**src/rtl/spi_dr_pkg.sv**
```systemverilog
package spi_dr_pkg;
    localparam int unsigned FRAME_MAX = 16;
    localparam int unsigned FRAME_MIN = 4;
    localparam int unsigned BYTE_BITS = 8;

    typedef enum logic [0:0] {
        ACC_BYTE = 1'b0,
        ACC_HALF = 1'b1
    } acc_size_e;

    function automatic int unsigned eff_bits(input logic [4:0] fb);
        if (int'(fb) < int'(FRAME_MIN))      return FRAME_MIN;
        else if (int'(fb) > int'(FRAME_MAX)) return FRAME_MAX;
        else                                 return int'(fb);
    endfunction

    function automatic logic [FRAME_MAX-1:0] low_mask(input int unsigned n);
        logic [FRAME_MAX-1:0] m;
        for (int i = 0; i < int'(FRAME_MAX); i++) m[i] = (i < int'(n));
        return m;
    endfunction
endpackage

```
**src/rtl/spi_dr_fifo.sv**
```systemverilog
module spi_dr_fifo #(
    parameter int W     = 16,
    parameter int DEPTH = 4,
    parameter int HEADS = 1,
    localparam int AW   = $clog2(DEPTH),
    localparam int LW   = $clog2(DEPTH + 1)
) (
    input  logic                 clk,
    input  logic                 rst_n,
    input  logic [1:0]           push_cnt,
    input  logic [W-1:0]         push_d0,
    input  logic [W-1:0]         push_d1,
    input  logic [1:0]           pop_cnt,
    output logic [HEADS*W-1:0]   heads,
    output logic [LW-1:0]        level
);
    logic [W-1:0]  mem [DEPTH];
    logic [AW-1:0] wp, rp;

    always_ff @(posedge clk) begin
        if (!rst_n) begin
            wp    <= '0;
            rp    <= '0;
            level <= '0;
        end else begin
            wp    <= wp + AW'(push_cnt);
            rp    <= rp + AW'(pop_cnt);
            level <= level + LW'(push_cnt) - LW'(pop_cnt);
        end
    end

    always_ff @(posedge clk) begin
        if (push_cnt != 2'd0) mem[wp] <= push_d0;
        if (push_cnt == 2'd2) mem[wp + AW'(1)] <= push_d1;
    end

    assign heads[W-1:0] = mem[rp];
    generate
        if (HEADS == 2) begin : g_second_head
            assign heads[2*W-1:W] = mem[rp + AW'(1)];
        end
    endgenerate
endmodule

```
**src/rtl/spi_dr_txpack.sv**
```systemverilog
module spi_dr_txpack
    import spi_dr_pkg::*;
#(
    parameter int DEPTH = 4,
    localparam int LW   = $clog2(DEPTH + 1)
) (
    input  logic [4:0]           frame_bits,
    input  logic                 wr_en,
    input  logic                 wr_half,
    input  logic [15:0]          wr_data,
    input  logic [LW-1:0]        tx_level,
    output logic [1:0]           push_cnt,
    output logic [15:0]          d0,
    output logic [15:0]          d1,
    output logic                 reject
);
    logic        packed_mode;
    logic [15:0] mask, base;
    logic [1:0]  need;

    always_comb begin
        packed_mode = eff_bits(frame_bits) <= BYTE_BITS;
        mask        = low_mask(eff_bits(frame_bits));
        base        = (acc_size_e'(wr_half) == ACC_HALF) ? wr_data : {8'h00, wr_data[7:0]};
        need        = (packed_mode && wr_half) ? 2'd2 : 2'd1;
        d0          = packed_mode ? ({8'h00, base[7:0]} & mask) : (base & mask);
        d1          = {8'h00, base[15:8]} & mask;
        reject      = wr_en && ((int'(tx_level) + int'(need)) > DEPTH);
        push_cnt    = (wr_en && !reject) ? need : 2'd0;
    end
endmodule

```
**src/rtl/spi_dr_rxunpack.sv**
```systemverilog
module spi_dr_rxunpack
    import spi_dr_pkg::*;
#(
    parameter int DEPTH = 4,
    localparam int LW   = $clog2(DEPTH + 1)
) (
    input  logic [4:0]           frame_bits,
    input  logic                 rd_en,
    input  logic                 rd_half,
    input  logic [LW-1:0]        rx_level,
    input  logic [31:0]          heads,
    output logic [1:0]           pop_cnt,
    output logic [15:0]          rd_value,
    output logic                 short_rd
);
    logic       packed_mode;
    logic [1:0] need;

    always_comb begin
        packed_mode = eff_bits(frame_bits) <= BYTE_BITS;
        need        = (packed_mode && acc_size_e'(rd_half) == ACC_HALF) ? 2'd2 : 2'd1;
        short_rd    = rd_en && (int'(rx_level) < int'(need));
        pop_cnt     = (rd_en && !short_rd) ? need : 2'd0;
        if (short_rd)
            rd_value = 16'h0000;
        else if (need == 2'd2)
            rd_value = heads[15:0] | (heads[31:16] << 8);
        else
            rd_value = heads[15:0];
    end
endmodule

```
**src/rtl/spi_dr_pack.sv**
```systemverilog
module spi_dr_pack
    import spi_dr_pkg::*;
#(
    parameter int DEPTH = 4,
    localparam int LW   = $clog2(DEPTH + 1)
) (
    input  logic          clk,
    input  logic          rst_n,
    input  logic [4:0]    frame_bits,
    input  logic          rx_thresh_half,
    input  logic          wr_en,
    input  logic          wr_half,
    input  logic [15:0]   wr_data,
    input  logic          rd_en,
    input  logic          rd_half,
    output logic [15:0]   rd_data,
    input  logic          clr_flags,
    output logic          tx_valid,
    output logic [15:0]   tx_frame,
    input  logic          tx_ready,
    input  logic          rx_valid,
    input  logic [15:0]   rx_frame,
    output logic          rx_ready,
    output logic          tx_empty,
    output logic [LW-1:0] tx_level,
    output logic [LW-1:0] rx_level,
    output logic          rx_not_empty,
    output logic          ovf_flag,
    output logic          udr_flag
);
    logic [1:0]  tx_push_cnt, tx_pop_cnt, rx_push_cnt, rx_pop_cnt;
    logic [15:0] tx_d0, tx_d1, rx_stored, rd_value;
    logic [31:0] rx_heads;
    logic        tx_reject, rd_short;

    spi_dr_txpack #(.DEPTH(DEPTH)) u_pack (
        .frame_bits(frame_bits), .wr_en(wr_en), .wr_half(wr_half),
        .wr_data(wr_data), .tx_level(tx_level), .push_cnt(tx_push_cnt),
        .d0(tx_d0), .d1(tx_d1), .reject(tx_reject)
    );

    spi_dr_fifo #(.W(16), .DEPTH(DEPTH), .HEADS(1)) u_txq (
        .clk(clk), .rst_n(rst_n), .push_cnt(tx_push_cnt), .push_d0(tx_d0),
        .push_d1(tx_d1), .pop_cnt(tx_pop_cnt), .heads(tx_frame), .level(tx_level)
    );

    assign tx_empty   = (tx_level == '0);
    assign tx_valid   = !tx_empty;
    assign tx_pop_cnt = (tx_valid && tx_ready) ? 2'd1 : 2'd0;

    assign rx_ready    = (int'(rx_level) < DEPTH);
    assign rx_stored   = rx_frame & low_mask(eff_bits(frame_bits));
    assign rx_push_cnt = (rx_valid && rx_ready) ? 2'd1 : 2'd0;

    spi_dr_fifo #(.W(16), .DEPTH(DEPTH), .HEADS(2)) u_rxq (
        .clk(clk), .rst_n(rst_n), .push_cnt(rx_push_cnt), .push_d0(rx_stored),
        .push_d1(16'h0000), .pop_cnt(rx_pop_cnt), .heads(rx_heads), .level(rx_level)
    );

    spi_dr_rxunpack #(.DEPTH(DEPTH)) u_unpack (
        .frame_bits(frame_bits), .rd_en(rd_en), .rd_half(rd_half),
        .rx_level(rx_level), .heads(rx_heads), .pop_cnt(rx_pop_cnt),
        .rd_value(rd_value), .short_rd(rd_short)
    );

    assign rx_not_empty = rx_thresh_half ? (int'(rx_level) >= 2) : (rx_level != '0);

    always_ff @(posedge clk) begin
        if (!rst_n) begin
            rd_data  <= '0;
            ovf_flag <= 1'b0;
            udr_flag <= 1'b0;
        end else begin
            if (rd_en) rd_data <= rd_value;
            ovf_flag <= (ovf_flag && !clr_flags) || tx_reject;
            udr_flag <= (udr_flag && !clr_flags) || rd_short;
        end
    end
endmodule

```
**config.mk**
```make
export PLATFORM = sky130hd
export DESIGN_NAME = spi_dr_pack
export DESIGN_NICKNAME = d
export VERILOG_FILES = /design/src/rtl/spi_dr_pkg.sv /design/src/rtl/spi_dr_fifo.sv /design/src/rtl/spi_dr_txpack.sv /design/src/rtl/spi_dr_rxunpack.sv /design/src/rtl/spi_dr_pack.sv
export SDC_FILE = /design/constraint.sdc
export NUM_CORES = 1
export LEC_CHECK = 0
export BUFFER_PORTS_ARGS = -buffer_cell sky130_fd_sc_hd__buf_2
export CAP_MARGIN = 15
export CORE_MARGIN = 2
export CORE_UTILIZATION = 50
export CTS_BUF_LIST = sky130_fd_sc_hd__clkbuf_16
export CTS_CLUSTER_SIZE = 24
export DETAILED_ROUTE_END_ITERATION = 10
export PLACE_DENSITY = 0.69
export SETUP_SLACK_MARGIN = 0.15
export SYNTH_ARGS = -nofsm -noshare
export SYNTH_HDL_FRONTEND = slang
export SYNTH_SLANG_ARGS = --single-unit
```
**constraint.sdc**
```tcl
create_clock -name clk -period 12.2 [get_ports clk]
set_input_delay 1.83 -clock clk [delete_from_list [all_inputs] [get_ports clk]]
set_output_delay 1.83 -clock clk [all_outputs]
set_load 0.01 [all_outputs]
```
# Word-level counts from Yosys, hierarchy flattened
# Memories as Yosys holds them, arrays and structs flattened. A register that Yosys moved wholly into a read port is not among the register bits.
# Cells that the tools add are included.
# op_classes
reduce_logical	21
eq_ne	3
add_sub_neg	12
muxes	26
order_cmp	23
n_bitwise	5
# op_table
op	count
$mux W16	5
$lt A4 B5 Y1 const A	8
$and A16 B16 Y16	2
$and A8 B16 Y16	2
$gt A32 B4 Y1 const B	1
$lt A3 B5 Y1 const A	4
$or A16 B16 Y16	1
$reduce_or A16 Y1	1
$mux W2	7
$mux W1	12
$logic_and A1 B1 Y1	10
$lt A1 B5 Y1 const A	2
$lt A2 B5 Y1 const A	2
$mux W5	2
$add A2 B1 Y2 const B	3
$gt A5 B5 Y1 const B	1
$le A5 B4 Y1 const B	1
$lt A5 B3 Y1 const B	1
$add A2 B1 Y2	2
$add A2 B2 Y2	2
$add A3 B2 Y4	1
$eq A2 B2 Y1 const B	2
$logic_not A1 Y1	4
$reduce_bool A2 Y1	2
11 further kinds	12
# totals
regBits	32
n_memories	2
ramBits	128
out_inout_bits	44
word_cells	101
in_bits	47
# mem_list
memory	words	width	rd	rd_ports_with_merged_regs	write_ports	line	rtl
u_rxq.mem	4	16	2	1	1	spi_dr_fifo.sv:17	logic [W-1:0] mem [DEPTH];
u_txq.mem	4	16	1	1	2	spi_dr_fifo.sv:17	

# Logic depth before layout (Yosys ltp)
# Gate-level depths: netlist of the first run.
# logic_depth
word_depth	15
ltp_mapped	16
mapped_depth_nobuf	14

# Modules after synthesis
# A second synthesis of the first run with hierarchy kept.
# hier_totals
cells_unflattened	613
area_unflattened_um2	9190.1
# modules_own_cells
module	cells_per_inst	n_inst	area_each_um2
spi_dr_fifo at u_rxq	216	1	3987.6
spi_dr_fifo at u_txq	197	1	3612.2
spi_dr_pack	98	1	918.4
spi_dr_txpack	66	1	424.2
spi_dr_rxunpack	36	1	247.7

# Worst setup path after synthesis of the first run
# Ideal clock, no wire load.
# synth_path
path_kind	input port to flip-flop
from	in frame_bits[1]
to	reg u_txq.level[2]
t_arrival_ns	5.388
path_stages	16
path_slack_ns	6.697
path_cell_list	buf_2 -> o31ai_4 -> and2_1 -> buf_2 -> inv_1 -> ha_1 -> fa_1 -> nor2_1 -> nor2_1 -> or2_2 -> ha_1 -> inv_1 -> fa_1 -> xnor2_1 -> xnor2_1 -> and2_1
# synth_between
elab_chain_cells	14
elab_cells_between_ends	15
cone_classes	add/sub: 3; order compare: 4; mux: 4; reduce/logical: 4
# synth_lines
item	line	rtl
start: declaration	spi_dr_pack.sv:9	input logic [4:0] frame_bits,
$gt A5 B5 Y1	spi_dr_pkg.sv:13	else if (int'(fb) > int'(FRAME_MAX)) return FRAME_MAX;
$mux W5	spi_dr_pkg.sv:13	
$mux W5 (*)	spi_dr_pkg.sv:12	if (int'(fb) < int'(FRAME_MIN)) return FRAME_MIN;
$le A5 B4 Y1 (*)	spi_dr_txpack.sv:22	packed_mode = eff_bits(frame_bits) <= BYTE_BITS;
$logic_and A1 B1 Y1 (*)	spi_dr_txpack.sv:25	need = (packed_mode && wr_half) ? 2'd2 : 2'd1;
$mux W2 (*)	spi_dr_txpack.sv:25	
$add A3 B2 Y4	spi_dr_txpack.sv:28	reject = wr_en && ((int'(tx_level) + int'(need)) > DEPTH);
$gt A32 B4 Y1	spi_dr_txpack.sv:28	
$logic_and A1 B1 Y1	spi_dr_txpack.sv:28	
$logic_not A1 Y1	spi_dr_txpack.sv:29	push_cnt = (wr_en && !reject) ? need : 2'd0;
$logic_and A1 B1 Y1	spi_dr_txpack.sv:29	
$mux W2 (*)	spi_dr_txpack.sv:29	
$add A3 B2 Y3 (*)	spi_dr_fifo.sv:28	level <= level + LW'(push_cnt) - LW'(pop_cnt);
$sub A3 B1 Y3 (*)	spi_dr_fifo.sv:28	
end signal: assignment	spi_dr_fifo.sv:28	
end: declaration	spi_dr_fifo.sv:15	output logic [LW-1:0] level
# Mark *: on every way between the ends. The rest lies on a longest branch, timed or not.
# A chain may end at the register's enable or synchronous reset.

# Worst setup path in the final report of the first run
# Same ends and word-level chain as after synthesis.

==> summary.txt, run 1 <==
status = finished, final reports clean
Data arrival, critical path = 5.85 ns
H-tree depth = 4
met1 wire length = 8010 um
measured slew at the worst slew-check pin = 0.983 ns
Worst R2R Setup Slack = 8.81 ns
Post-synth top flop = edfxtp_1
Peak Freq = 181 MHz
pin count of the biggest net entering global routing = 41
WL met3 = 1380 um
Syn Std Cell Area = 7510 um2
Leak = 3.14 nW
Die Width = 127 um
post-route minimum period = 5.53 ns
Final setup viols = 0
worst-path fanout max = 10
number of synthesized flops with an enable pin = 96
commonest non-fill, non-tap cell in the layout = edfxtp_1
Antenna Nets Post-Route = 0
Rows = 44
Syn Inst Count = 591
maximum VDD drop = 0.111 mV
first-pass GRT wire length = 27800 um
total CTS buffers = 17
Crit Path Class = input pin to flop
internal power = 1.25 mW
fin cells = 866
clock slew at reported path FFs = 0.06 ns
vias in the first global route = 5015
CP Launch Type = input pin
core footprint = 14600 um2
headroom to the max-slew limit = 0.344
vias after detailed routing = 5246
worst hold path class = flop to flop
io pins = 91
Initial Utilization = 0.514
Reg power frac = 0.414
reg-to-reg endpoint = u_txq.level[2]
die height = 127 um
CTS tree = done
max capacitance violation total = 0
cells on worst reg2reg path = 11
drt initial violations = 562
GRT Residual Overflow = 0
final hold slack = 0.457 ns
Max Transition Viols Final = 0
RSZ-0062 raised after global routing = false
Worst-Skew Late Latency = 0.43 ns
RR Startpoint = u_txq.level[0]
Place WS = 6.28 ns
Final #Nets = 732
gp weighted congestion = 0.880
worst setup margin = 6.67 ns
drt wl/cell = 20.7 um
Net Sw Frac = 0.318
register area share after synthesis = 0.555
number of post-CTS setup repair buffers = 0
Clock Tree Root = clkbuf_16
Cell Area, Placed = 8050 um2
Crit. End Element = flop
TritonCTS Sinks = 160
Sw Pwr = 580 uW
Max Buffers Root-to-Sink = 2
Final Power = 1.83 mW
Synthesized Nets = 654
Hold Path Stages = 2
Clock power frac = 0.273
Final period util = 0.453
Worst Hold Launch = rd_data[8]
final core occ = 0.591
final hold violation count = 0
detailed placement HPWL = 12500 um
PD cells = 212 nW/um2
DIE AREA = 16000 um2
area grow syn2layout = 15.0%
most frequent cells in the layout = 96 x edfxtp_1, 90 x buf_2, 64 x dfxtp_1
DR top layer = met4
PostCTS Resize Cnt = 0
Endpoint, Worst Hold = rd_data[8]
Overall Global Routing Usage = 0.229
Residual DRC = 0
IO Port Bufs = 90
initial antenna violation count = 1
Final Instance Area = 8630 um2
routed vias/inst = 6.06
Hold Buf Count CTS = 0
Setup TNS = 0 ns
synthesized area per cell = 12.7 um2
Req. time, crit path = 12.52 ns
met2 wire len = 8220 um
FFs w/ async S/R, synth = 0
Total Wirelength = 18000 um
Yosys warning total = 0
DP Cell Count = 833
number of synthesized register bits = 160
DRT Pass-1 Iters = 6
Netlist cell types = 53
layout cells sized above 1 = 0.271
ant diodes = 0
Comb power frac = 0.312
skew final = 0.00635 ns
[power by group through the flow]
stage                     Sequential, mW  Combinational, mW  Clock [mW]
final                              0.756              0.571       0.499
after global routing               0.768              0.630       0.523
after CTS                          0.759              0.567       0.505
after detailed placement           0.769              0.564           0
after global placement             0.761              0.550           0
after floorplan                    0.751              0.405           0
[cell type report]
type	instances	area (um2)
Clock buffer	17	425
Clock inverter	15	129
Fill cell	1158	5960
Inverter	16	60.1
Multi-Input combinational cell	378	3100
Sequential cell	160	4160
Tap cell	184	230
Timing Repair Buffer	96	515
[logic make-up after synthesis]
family | synth area share
flops | 0.555
fa+ha+maj | 0.0297
compound gates | 0.146
simple gates | 0.102
buf+inv | 0.0327
xor+xnor | 0.0148
mux | 0.120
[state kept, by name (all words and copies together) (netlist names)]
name,flops
u_rxq.level,3
udr_flag,1
u_rxq.mem,64
rd_data,16
u_txq.wp,2
u_txq.level,3
u_rxq.rp,2
ovf_flag,1
u_txq.mem,64
u_rxq.wp,2
u_txq.rp,2
[layer usage]
metal	global-route usage	vias to the layer above
li1	-	2405
met1	0.316	2574
met2	0.350	237
met3	0.0679	30
met4	0.0743	0
met5	0	-
[cell usage after synthesis (8+ instances only)]
master / n / area share
nand2_1: 30 / 0.015
edfxtp_1: 96 / 0.38
clkbuf_1: 15 / 0.0075
inv_1: 16 / 0.0080
a21oi_1: 45 / 0.030
a22o_1: 16 / 0.019
nand2b_1: 8 / 0.0067
mux4_2: 40 / 0.12
o21ai_0: 54 / 0.036
and2_1: 20 / 0.017
nor2b_1: 13 / 0.011
o22ai_1: 17 / 0.014
nand3_1: 38 / 0.025
dfxtp_1: 64 / 0.17
buf_2: 13 / 0.0087
ha_1: 13 / 0.022
nor2_1: 14 / 0.0070
a21boi_0: 9 / 0.0090
[worst max-delay path by stage]
| stage | from | endpoint | depth (start not counted) | slack (ns) |
|---|---|---|---|---|
| floorplan | frame_bits[1] | u_txq.level[2] | 16 | 6.70 |
| global placement | frame_bits[0] | u_txq.level[2] | 15 | 6.49 |
| detailed placement | frame_bits[1] | u_txq.level[2] | 15 | 6.28 |
| CTS | frame_bits[1] | u_txq.level[2] | 15 | 6.71 |
| global route | frame_bits[1] | u_txq.level[2] | 15 | 6.40 |
| finish | frame_bits[1] | u_txq.level[2] | 15 | 6.67 |
[critical path, stage by stage]
cell	delay [ns]
buf_2	0.17
o31ai_4	0.39
and2_1	0.44
inv_1	0.10
ha_1	0.23
fa_1	0.46
nor2_1	0.53
nor2_1	0.19
or2_2	0.34
ha_1	0.27
inv_1	0.05
fa_1	0.44
xnor2_1	0.15
xnor2_1	0.12
and2_1	0.15
No activity file was read; power rests on OpenSTA's default activity.
==> inputs of run 2 (changes only) <==
Clock period 12.2 ns to 5.11 ns, I/O delays scaled along.
==> summary.txt, run 2 (synthesis results as in run 1) <==
status = finished, final reports clean
core footprint = 14600 um2
Die Width = 127 um
headroom to the max-slew limit = 0.366
Regs by FF count = u_rxq.mem (64), u_txq.mem (64), rd_data (16)
first-pass GRT wire length = 27800 um
io pins = 91
post-route minimum period = 4.18 ns
beginning of the critical path = frame_bits[0]
crit path max-delay cell type = fa_1
measured slew at the worst slew-check pin = 0.950 ns
worst-path fanout max = 8
ant diodes = 0
Antenna Nets Post-Route = 0
fin cells = 869
RR Startpoint = u_txq.level[0]
CP Launch Type = input pin
worst hold path class = flop to flop
Crit. End Element = flop
Data arrival, critical path = 4.51 ns
Req. time, crit path = 5.43 ns
total CTS buffers = 17
Final Power = 4.42 mW
final hold violation count = 0
GRT Residual Overflow = 0
crit-path max cell delay = 0.46 ns
TritonCTS Sinks = 160
Residual DRC = 0
Final setup viols = 0
Peak Freq = 239 MHz
number of post-CTS setup repair buffers = 0
Initial Utilization = 0.514
DIE AREA = 16000 um2
skew final = 0.00702 ns
Rows = 44
Max Buffers Root-to-Sink = 2
vias after detailed routing = 5278
maximum VDD drop = 0.306 mV
initial antenna violation count = 0
Setup TNS = 0 ns
max capacitance violation total = 0
RSZ-0062 raised after global routing = false
IO Port Bufs = 90
area grow syn2layout = 15.7%
final core occ = 0.595
PD cells = 509 nW/um2
gp weighted congestion = 0.877
Leak = 3.18 nW
cells on worst reg2reg path = 11
routed vias/inst = 6.07
H-tree depth = 4
Max Transition Viols Final = 0
Worst-Skew Late Latency = 0.43 ns
DP Cell Count = 836
vias in the first global route = 5170
Overall Global Routing Usage = 0.229
CP Cell Sequence = buf_2 -> o31ai_4 -> and2_1 -> inv_1 -> ha_1 -> fa_1 -> xnor2_2 -> nor2_1 -> or2_2 -> ha_1 -> inv_1 -> fa_1 -> xnor2_1 -> xnor2_1 -> and2_1
commonest non-fill, non-tap cell in the layout = edfxtp_1
most frequent cells in the layout = 96 x edfxtp_1, 90 x buf_2, 64 x dfxtp_1
drt initial violations = 523
Crit Path Class = input pin to flop
Total Wirelength = 17800 um
Final #Nets = 735
Final period util = 0.819
CTS tree = done
fillers = 1116
detailed placement HPWL = 12400 um
layout cells sized above 1 = 0.276
DRT Pass-1 Iters = 5
Clock Tree Root = clkbuf_16
pin count of the biggest net entering global routing = 38
PostCTS Resize Cnt = 0
Hold Path Stages = 2
Hold Buf Count CTS = 0
Worst Hold Launch = rd_data[8]
clock slew at reported path FFs = 0.06 ns
drt wl/cell = 20.5 um
die height = 127 um
run 2: cell count changes in the layout (fill, tap and decap cells not counted):
cell,before,now
clkinvlp_2,1,0
nor3b_2,1,0
inv_1,18,19
buf_4,5,8
bufinv_16,2,3
nor3b_4,0,1
clkinv_1,4,2
inv_6,0,1
clkinv_2,2,3
clkinv_4,1,0
run 2: per-layer routing:
layer / up-vias / global-route usage / wire (um)
li1: 2418 / - / -
met1: 2575 / 0.322 / 7370
met2: 249 / 0.348 / 8430
met3: 36 / 0.0565 / 1630
met4: 0 / 0.0860 / 386
met5: - / 0 / 0
run 2: final cells by class:
| cell class | instances | area, um2 | area share |
|---|---|---|---|
| Sequential cell | 160 | 4160 | 0.480 |
| Multi-Input combinational cell | 378 | 3110 | 0.358 |
| Timing Repair Buffer | 99 | 538 | 0.0620 |
| Clock buffer | 17 | 425 | 0.0490 |
| Tap cell | 184 | 230 | 0.0265 |
| Clock inverter | 15 | 155 | 0.0179 |
| Inverter | 16 | 60.1 | 0.00692 |
run 2: worst max-delay path: cells and delay by family:
kind	cells	cell delay [ns]
compound gates	1	0.38
xor+xnor	3	0.68
fa+ha+maj	4	1.37
buf+inv	3	0.28
simple gates	4	1.02
run 2: stage by stage:
step / instance area [um2] / worst slack (ns) / hold slack, ns
2_1_floorplan: 7510 / 0.671 / 0.448
3_3_place_gp: 8080 / 0.595 / 0.436
3_5_place_dp: 8080 / 0.479 / 0.439
4_1_cts: 8660 / 0.933 / 0.453
5_1_grt: 8680 / 0.734 / 0.479
6_report: 8680 / 0.926 / 0.450
run 2: path summary, 6_finish.rpt:
| path | to | slack, ns |
|---|---|---|
| worst min-delay path | rd_data[8] | 0.45 |
| worst max-delay path | u_txq.level[2] | 0.93 |
| worst min register to register | rd_data[8] | 0.45 |
| worst max register to register | u_txq.level[2] | 1.92 |
run 2: power breakdown:
group / switching, mW / total [mW] / internal, mW / leakage [nW]
registers: 0.145 / 1.80 / 1.66 / 1.41
logic: 0.746 / 1.37 / 0.622 / 1.48
clock network: 0.492 / 1.25 / 0.756 / 0.288
total: 1.38 / 4.42 / 3.04 / 3.18
==> inputs of run 3 (changes only) <==
Settings changed: PLACE_DENSITY 0.69 to 0.72.
Clock period 5.11 ns to 3.4 ns, I/O delays scaled along.
==> summary.txt, run 3 (synthesis results as in run 1) <==
most frequent cells in the layout = 96 x edfxtp_1, 90 x buf_2, 64 x dfxtp_1
Worst-Skew Late Latency = 0.43 ns
skew final = 0.00603 ns
layout cells sized above 1 = 0.326
Antenna Nets Post-Route = 0
Final setup viols = 0
RSZ-0062 raised after global routing = false
Leak = 3.33 nW
CP Launch Type = input pin
DIE AREA = 16000 um2
commonest non-fill, non-tap cell in the layout = edfxtp_1
fin cells = 896
Data arrival, critical path = 3.24 ns
initial antenna violation count = 1
Final Power = 6.94 mW
PostCTS Resize Cnt = 0
Initial Utilization = 0.514
CTS tree = done
core footprint = 14600 um2
Max Transition Viols Final = 0
Endpoint, Worst Hold = u_rxq.mem[1][0]
Overall Global Routing Usage = 0.243
crit-path max cell delay = 0.42 ns
Final #Nets = 762
area grow syn2layout = 19.9%
Worst Hold Launch = rx_frame[0]
number of post-CTS setup repair buffers = 0
IO Port Bufs = 90
Buf+Inv Stages, Crit Path = 3
status = finished, final reports clean
Total Wirelength = 18900 um
H-tree depth = 4
total CTS buffers = 17
Setup TNS = 0 ns
clock slew at reported path FFs = 0.06 ns
detailed placement HPWL = 13300 um
Worst R2R Setup Slack = 0.77 ns
measured slew at the worst slew-check pin = 0.978 ns
Hold Buf Count CTS = 0
Die Width = 127 um
post-route minimum period = 2.92 ns
drt wl/cell = 21.1 um
beginning of the critical path = frame_bits[0]
Hold Path Stages = 1
DP Cell Count = 864
final core occ = 0.617
RR Startpoint = u_txq.level[0]
Req. time, crit path = 3.72 ns
worst-path fanout max = 4
Max Buffers Root-to-Sink = 2
gp weighted congestion = 0.915
io pins = 91
vias in the first global route = 5396
CP Cell Sequence = buf_2 -> o31ai_4 -> and2_1 -> inv_2 -> ha_4 -> fa_2 -> xnor2_4 -> nor2_2 -> or2_4 -> ha_4 -> inv_2 -> fa_2 -> xnor2_2 -> xnor2_1 -> and2_1
crit path max-delay cell type = fa_2
maximum VDD drop = 0.482 mV
drt initial violations = 416
fillers = 1122
CP top delay family = adder cells
GRT Residual Overflow = 0
DRT Pass-1 Iters = 6
Peak Freq = 343 MHz
first-pass GRT wire length = 29600 um
max capacitance violation total = 0
Crit. End Element = flop
routed vias/inst = 6.08
Clock Tree Root = clkbuf_16
Crit Path Class = input pin to flop
die height = 127 um
Final period util = 0.859
TritonCTS Sinks = 160
final hold slack = 0.304 ns
headroom to the max-slew limit = 0.347
Rows = 44
cells on worst reg2reg path = 11
reg-to-reg endpoint = u_txq.level[2]
final hold violation count = 0
pin count of the biggest net entering global routing = 37
vias after detailed routing = 5446
PD cells = 771 nW/um2
Regs by FF count = u_rxq.mem (64), u_txq.mem (64), rd_data (16)
worst hold path class = input pin to flop
Residual DRC = 0
## run 3: worst max path at each step
stage	to	slack, ns	cells after the start
final	u_txq.level[2]	0.48	15
after global routing	u_rxq.level[2]	0.28	16
after CTS	u_txq.level[2]	0.48	15
after detailed placement	u_txq.level[2]	0.02	15
after global placement	u_txq.level[2]	0.08	15
after floorplan	u_txq.level[2]	-0.16	16
## run 3: cell type report
| class | count | area [um2] | share of cell area |
|---|---|---|---|
| flip-flops and latches | 160 | 4160 | 0.463 |
| multi-input cells | 378 | 3210 | 0.357 |
| repair buffers | 126 | 721 | 0.0801 |
| clock buffers | 17 | 425 | 0.0473 |
| well taps | 184 | 230 | 0.0256 |
| clock inverters | 14 | 189 | 0.0210 |
| inverters | 16 | 60.1 | 0.00667 |
| diodes | 1 | 2.50 | 0.000278 |
## run 3: per-stage QoR
step / setup WS [ns] / cell area (um2)
after floorplan: -0.165 / 7640
after global placement: 0.0846 / 8380
after detailed placement: 0.0223 / 8380
after CTS: 0.476 / 9000
after global routing: 0.281 / 9000
final: 0.481 / 9000
## run 3: power by group
| part | switching (mW) | total (mW) | internal [mW] |
|---|---|---|---|
| registers | 0.226 | 2.72 | 2.49 |
| clock network | 0.774 | 2.00 | 1.22 |
| logic | 1.19 | 2.22 | 1.03 |
| total | 2.19 | 6.94 | 4.75 |
## run 3: layer usage
layer | GRT usage | vias up | routed length [um]
met5 | 0 | - | 0
met4 | 0.0970 | 0 | 502
met3 | 0.0548 | 37 | 1380
met2 | 0.397 | 267 | 9320
met1 | 0.319 | 2668 | 7690
li1 | - | 2474 | -
